## config.mk

```make
export PLATFORM = sky130hd
export DESIGN_NAME = le_fracturable
export DESIGN_NICKNAME = d
export VERILOG_FILES = /design/src/rtl/le_pkg.sv /design/src/rtl/le_lut_frac.sv /design/src/rtl/le_ff_pair.sv /design/src/rtl/le_out_sel.sv /design/src/rtl/le_fracturable.sv
export SDC_FILE = /design/constraint.sdc
export NUM_CORES = 1
export LEC_CHECK = 0
export CORE_AREA = 2 2 39 41
export DETAILED_ROUTE_END_ITERATION = 10
export DIE_AREA = 0 0 41 43
export DONT_BUFFER_PORTS = 1
export PLACE_DENSITY = 0.5
export REMOVE_ABC_BUFFERS = 1
export SLEW_MARGIN = 20
export SYNTH_ARGS = -nofsm -noshare
export SYNTH_HDL_FRONTEND = slang
export SYNTH_SLANG_ARGS = --single-unit
```

## constraint.sdc

```tcl
create_clock -name clk -period 1.18 [get_ports clk]
set_input_delay 0 -clock clk [delete_from_list [all_inputs] [get_ports clk]]
set_output_delay 0 -clock clk [all_outputs]
set_load 0.02 [all_outputs]
```

## src/rtl/le_pkg.sv

```systemverilog
package le_pkg;
  typedef enum logic [1:0] {
    LE_MODE_SINGLE = 2'b00,
    LE_MODE_SPLIT  = 2'b01,
    LE_MODE_SHIFT  = 2'b10,
    LE_MODE_ALT    = 2'b11
  } le_mode_e;
endpackage

```

## src/rtl/le_lut_frac.sv

```systemverilog
module le_lut_frac #(
  parameter int K = 4
) (
  input  logic [K-1:0]      lut_in,
  input  logic [(1<<K)-1:0] lut_cfg,
  input  le_pkg::le_mode_e  mode,
  output logic [1:0]        comb
);
  localparam int HALF = 1 << (K - 1);

  logic [HALF-1:0] tab_lo;
  logic [HALF-1:0] tab_hi;
  logic            val_lo;
  logic            val_hi;
  logic            val_full;

  assign tab_lo = lut_cfg[HALF-1:0];
  assign tab_hi = lut_cfg[2*HALF-1:HALF];

  // The two halves share the low inputs; the top input picks a half to form the full table.
  assign val_lo   = tab_lo[lut_in[K-2:0]];
  assign val_hi   = tab_hi[lut_in[K-2:0]];
  assign val_full = lut_in[K-1] ? val_hi : val_lo;

  always_comb begin
    comb[1] = val_hi;
    comb[0] = (mode == le_pkg::LE_MODE_SPLIT) ? val_lo : val_full;
  end
endmodule

```

## src/rtl/le_ff_pair.sv

```systemverilog
module le_ff_pair (
  input  logic             clk,
  input  logic             rst,
  input  logic             test_en,
  input  logic             scan_in,
  input  logic             sr_in,
  input  le_pkg::le_mode_e mode,
  input  logic [1:0]       comb,
  output logic [1:0]       q
);
  logic [1:0] q_nxt;

  always_comb begin
    q_nxt = q;
    if (test_en) begin
      q_nxt = {q[0], scan_in};
    end else begin
      case (mode)
        le_pkg::LE_MODE_SPLIT: q_nxt = comb;
        le_pkg::LE_MODE_SHIFT: q_nxt = {q[0], sr_in};
        default:               q_nxt = {q[1], comb[0]};
      endcase
    end
  end

  always_ff @(posedge clk) begin
    if (rst) q <= 2'b00;
    else     q <= q_nxt;
  end

  p_scan_path_r8: assert property (@(posedge clk) disable iff (rst)
    test_en |=> (q[0] == $past(scan_in)) && (q[1] == $past(q[0])));

  p_shift_mode_r7: assert property (@(posedge clk) disable iff (rst)
    (!test_en && mode == le_pkg::LE_MODE_SHIFT) |=> (q[0] == $past(sr_in)) && (q[1] == $past(q[0])));

  p_split_capture_r6: assert property (@(posedge clk) disable iff (rst)
    (!test_en && mode == le_pkg::LE_MODE_SPLIT) |=> (q == $past(comb)));

  p_single_hold_r5: assert property (@(posedge clk) disable iff (rst)
    (!test_en && (mode == le_pkg::LE_MODE_SINGLE || mode == le_pkg::LE_MODE_ALT))
      |=> (q[1] == $past(q[1])) && (q[0] == $past(comb[0])));
endmodule

```

## src/rtl/le_out_sel.sv

```systemverilog
module le_out_sel #(
  parameter int N_OUT = 2
) (
  input  logic [N_OUT-1:0] reg_val,
  input  logic [N_OUT-1:0] comb_val,
  input  logic [N_OUT-1:0] sel,
  output logic [N_OUT-1:0] out
);
  for (genvar i = 0; i < N_OUT; i++) begin : g_out
    assign out[i] = sel[i] ? reg_val[i] : comb_val[i];
  end
endmodule

```

## src/rtl/le_fracturable.sv

```systemverilog
module le_fracturable #(
  parameter int K = 4
) (
  input  logic              clk,
  input  logic              rst,
  input  logic [K-1:0]      lut_in,
  input  logic [(1<<K)-1:0] lut_cfg,
  input  logic [1:0]        mode,
  input  logic [1:0]        out_reg_sel,
  input  logic              sr_in,
  input  logic              test_en,
  input  logic              scan_in,
  output logic              scan_out,
  output logic [1:0]        le_out
);
  le_pkg::le_mode_e mode_e;
  logic [1:0]       comb;
  logic [1:0]       ffq;

  assign mode_e = le_pkg::le_mode_e'(mode);

  le_lut_frac #(.K(K)) u_lut (
    .lut_in  (lut_in),
    .lut_cfg (lut_cfg),
    .mode    (mode_e),
    .comb    (comb)
  );

  le_ff_pair u_ffs (
    .clk     (clk),
    .rst     (rst),
    .test_en (test_en),
    .scan_in (scan_in),
    .sr_in   (sr_in),
    .mode    (mode_e),
    .comb    (comb),
    .q       (ffq)
  );

  le_out_sel #(.N_OUT(2)) u_osel (
    .reg_val  (ffq),
    .comb_val (comb),
    .sel      (out_reg_sel),
    .out      (le_out)
  );

  assign scan_out = ffq[1];

  p_reset_priority_r10: assert property (@(posedge clk)
    (rst && test_en) |=> (scan_out == 1'b0));
endmodule

```

### Word level (Yosys, flattened, before mapping)

Cells that the tools add are included.

* register bits after elaboration: 2
* bits of input ports: 29
* word-level logic and storage cells: 16
* output and inout bits: 3

* $lt $le $gt $ge: 1
* multiplexer cells: 10
* equality and inequality tests: 2
* reductions and logical operators: 1

Operators with widths (number)
* $bmux 1 s3: 2
* $mux 1: 6
* $lt 3x4->1 const B: 1
* $pmux 2 s2: 1
* $reduce_bool 3->1: 1
* $eq 2x1->1 const B: 1
* $eq 2x2->1 const B: 1
* $mux 2: 1

### Depth between registers and ports, before layout

* depth after elaboration: 6
* mapped depth: 5
* mapped depth without buffers: 5

### Cells and area by module

From an unflattened synthesis, not the netlist that was laid out.

* cell total of the unflattened synthesis: 30
* area total of the unflattened synthesis: 327.8 µm²

By module, submodules not included
* le_ff_pair: area each 150.1 µm², cells each 18, sequential area each 40.0 µm², instances 1
* le_lut_frac: area each 147.6 µm², cells each 10, sequential area each 0.0 µm², instances 1
* le_out_sel: area each 30.0 µm², cells each 2, sequential area each 0.0 µm², instances 1

### Worst setup path before layout

OpenSTA, ideal clock, no wires.

* kind: input to register
* from: input port mode[0]
* to: register u_ffs.q[1]
* path slack: -0.020 ns
* data required time: 1.089 ns
* arrival time: 1.109 ns
* library setup time: 0.091 ns
* buffers on the path: 0
* stages: 4
* path through: inv_1 -> ha_1 -> or4b_1 -> a311oi_1

* word-level cells in the longest chain between the ends: 3
* elaborated cells on any way between the ends: 5
* classes of those cells: eq/ne (2); mux (2); reduce/logical (1)

Ends and longest elaborated chain
* start, declared: RTL line le_fracturable.sv:8 `input logic [1:0] mode,`
* $eq 2x2->1 or $eq 2x1->1 (tied branches): RTL line le_ff_pair.sv:18 `case (mode)`
* $pmux 2 s2: RTL line le_ff_pair.sv:18
* $mux 2: RTL line le_ff_pair.sv:15 `if (test_en) begin`
* end signal, assigned: RTL line le_ff_pair.sv:28 `else q <= q_nxt;`
* end, declared: RTL line le_ff_pair.sv:9 `output logic [1:0] q`

Parallel ways exist; a longest one is shown, timed or not.
A chain may end at the register's enable or synchronous reset.

### Worst setup path in the final report

* from: input port lut_in[0]
* to: output port le_out[0]

* word-level cells in the longest chain between the ends: 5
* elaborated cells on any way between the ends: 7
* classes of those cells: mux (7)

Ends and longest elaborated chain
* start, declared: RTL line le_fracturable.sv:6 `input logic [K-1:0] lut_in,`
* $bmux 1 s3, on equally long branches: RTL line le_lut_frac.sv:21, le_lut_frac.sv:22
* $mux 1, on equally long branches: RTL line le_lut_frac.sv:21, le_lut_frac.sv:22
* $mux 1: RTL line le_lut_frac.sv:23 `assign val_full = lut_in[K-1] ? val_hi : val_lo;`
* $mux 1 (*): RTL line le_lut_frac.sv:27 `comb[0] = (mode == le_pkg::LE_MODE_SPLIT) ? val_lo : val_full;`
* $mux 1 (*): RTL line le_out_sel.sv:10 `assign out[i] = sel[i] ? reg_val[i] : comb_val[i];`
* end, declared: RTL line le_fracturable.sv:14 `output logic [1:0] le_out`

Mark *: on every way between the ends. The rest lies on a longest branch, timed or not. The select of a mux whose other input is x is not followed.

==> impl_metrics.csv <==
group,metric,value,unit
cts,clkSinkCount,2,
critical_path,start_kind,"input port",
yosys,syn_inst,33,
finish,nNetsFinal,76,
timing,setup_tns,0,ns
grt,grt_max_degree,7,
min_path,hold_path_end,"u_ffs.q[1]",
grt,grt_pass1_vias,356,
pwr,leakagePower,0.178,nW
yosys,ys.flop_type,"dfxtp_1",
floorplanning,io_pins,32,
critical_path,r2r_setup_slack,0.41,ns
floorplanning,rows,14,
timing,finalSetupViolations,0,
yosys,synth.avg_cell_area,9.78,um2
cts,post-cts-setup-buffers,0,
drt,initialDrtViolationCount,5,
floorplanning,dieArea,1760,um2
timing,fmax,0.913,GHz
floorplanning,start_util,23.3,%
yosys,synth.ff_latch_count,2,
critical_path,cp_max_fo,4,
min_path,holdPathStages,2,
yosys,synthArstFlopShare,0,%
critical_path,r2r_start,"u_ffs.q[0]",
cts,cts_made_buffers,3,
status,outcome,"finished, violations left",
drt,ant_nets,0,
finish,top_register,"u_ffs.q",
timing,finalCritPeriodShare,92.8,%
floorplanning,dieHeight,43,um
cts,cts.path.max_buffers,2,
pwr,powerDensity,886,nW/um2
place,gp_congestion,0.681,
yosys,yosys_warnings,0,
critical_path,rr_endpoint,"u_ffs.q[1]",
finish,antenna_cells,0,
min_path,min-delay-start,"test_en",
place,placed_cells,54,
pwr,vdd_drop_max,0.175,mV
timing,skew,0.00529,ns
drt,wirelength,778,um
finish,mostFrequentLayoutCell,"buf_4",
critical_path,max_stage_delay,0.51,ns
cts,clk_latency,0.22,ns
floorplanning,coreArea,1380,um2
timing,slew_headroom,57.8,%
critical_path,cp_cell_sequence,"mux4_1 > mux2i_1 > mux2_4 > o21ai_1 > buf_4",
cts,cts_tree,"done",
min_path,hold_class,"in -> reg",
finish,syn2layout_area_growth,32.6,%
timing,fin_crit,1.09,ns
place,io_buffer_count,0,
timing,final_max_slew_viol_count,0,
finish,largest_register_ffs,2,
grt,grt_pass1_wl,1230,um
drt,drc_errors,0,
critical_path,critPathSlowestCell,"mux4_1",
finish,drive_above_1_share,30.2,%
timing,grt_setup_unrepaired,"no",
critical_path,endpoint_kind,"output port",
timing,fin_hold_ws,-0.00206,ns
grt,grt_use_total,9.90,%
grt,antenna_found_initial,0,
floorplanning,die_w,41,um
place,place_area,380,um2
finish,final_design_area_no_fill,428,um2
finish,fin_cells,59,
drt,wl_per_cell,13.2,um
critical_path,reg2reg_depth,2,
critical_path,worstSetupPathType,"in -> out",
place,dp_hpwl,668,um
drt,first_pass_iters,4,
drt,via_per_inst,5.47,
timing,tightest_slew,0.626,ns
job,maxCapViolCount,0,
critical_path,arrival,1.09,ns
status,violations,"hold timing",
critical_path,worstPathRequired,1.18,ns
yosys,synth-seq-area-share,12.4,%
finish,largest_registers,"u_ffs.q: 2 flops",
cts,path_clk_slew,0.03,ns
yosys,ys_types,18,
cts,cts_max_level,1,
cts,cts-root-buf,"clkbuf_4",
drt,vias,323,
timing,finalHoldViolCount,1,
grt,grt_overflow,0,
yosys,netlist_area,323,um2
yosys,synth_edf_count,0,
## per-stage QoR
step                hold WS, ns  power (mW)  utilization (%)  setup WS (ns)
floorplan                0.0721       0.170                -        -0.0202
global placement         0.0749       0.210             27.5        -0.0553
detailed placement       0.0779       0.210             27.5        -0.0830
CTS                     -0.0596       0.383             29.8         0.0340
global route             0.0114       0.409             30.9         0.0215
finish                 -0.00206       0.379             30.9         0.0851
## cell families (layout without fill, tap and decap cells)
family                     Yosys count  count (layout)  share of synthesized area, %
and+or+nand+nor                     10              10                          16.7
AOI/OAI and AO/OA                    9               9                          17.4
muxes                                7               7                          42.2
buffers and inverters                3              13                          3.49
adders and majority gates            2               2                          7.75
DFF                                  2               2                          12.4
## final cells by class
class | instances | area [um2]
fill | 156 | 956
multi-input combinational | 28 | 277
timing repair buffer | 7 | 57.6
sequential | 2 | 40.0
clock buffer | 3 | 22.5
tap | 16 | 20.0
inverter | 3 | 11.3
## what timing repair did
| action | in CTS | in global routing |
|---|---|---|
| hold buffers | 1 | 1 |
| gates resized for setup | 4 | 3 |
| setup endpoints to repair | 2 | 1 |
| endpoints found under the hold margin | 2 | 1 |
| pin swaps | 0 | 0 |
## power breakdown
group | internal [mW] | switching [mW]
Sequential | 0.0746 | 0.00391
Clock | 0.112 | 0.0373
Combinational | 0.0883 | 0.0629
## synthesized netlist by cell type (2+ instances only)
library cell / n / share of area [%]
mux4_1: 4 / 33
o21ai_0: 3 / 4.6
a21oi_1: 3 / 4.6
inv_1: 3 / 3.5
nand2_1: 2 / 2.3
ha_1: 2 / 7.8
mux2i_1: 2 / 6.2
dfxtp_1: 2 / 12
nor2_1: 3 / 3.5
## worst max-delay path, delay by kind of cell
| family | cells | cell delay, ns |
|---|---|---|
| AOI/OAI and AO/OA | 1 | 0.05 |
| muxes | 3 | 0.88 |
| buffers and inverters | 1 | 0.15 |
## layer usage
metal	track usage (%)	up-vias	part of all wire [%]	wire [um]
met5	0	-	0	0
met4	4.00	0	0	0
met3	4.71	0	20	153
met2	17.2	27	49	378
met1	9.18	140	32	246
li1	-	156	-	-
## how the worst max path moves through the flow
stage	start	to	slack (ns)	cells after the start
floorplan	mode[0]	u_ffs.q[1]	-0.02	4
global placement	lut_in[0]	u_ffs.q[1]	-0.06	4
detailed placement	lut_in[0]	u_ffs.q[1]	-0.08	4
CTS	lut_in[0]	le_out[0]	0.03	5
global route	lut_in[0]	le_out[0]	0.02	5
finish	lut_in[0]	le_out[0]	0.09	5
Note: power is estimated with default switching activity, not from simulation.
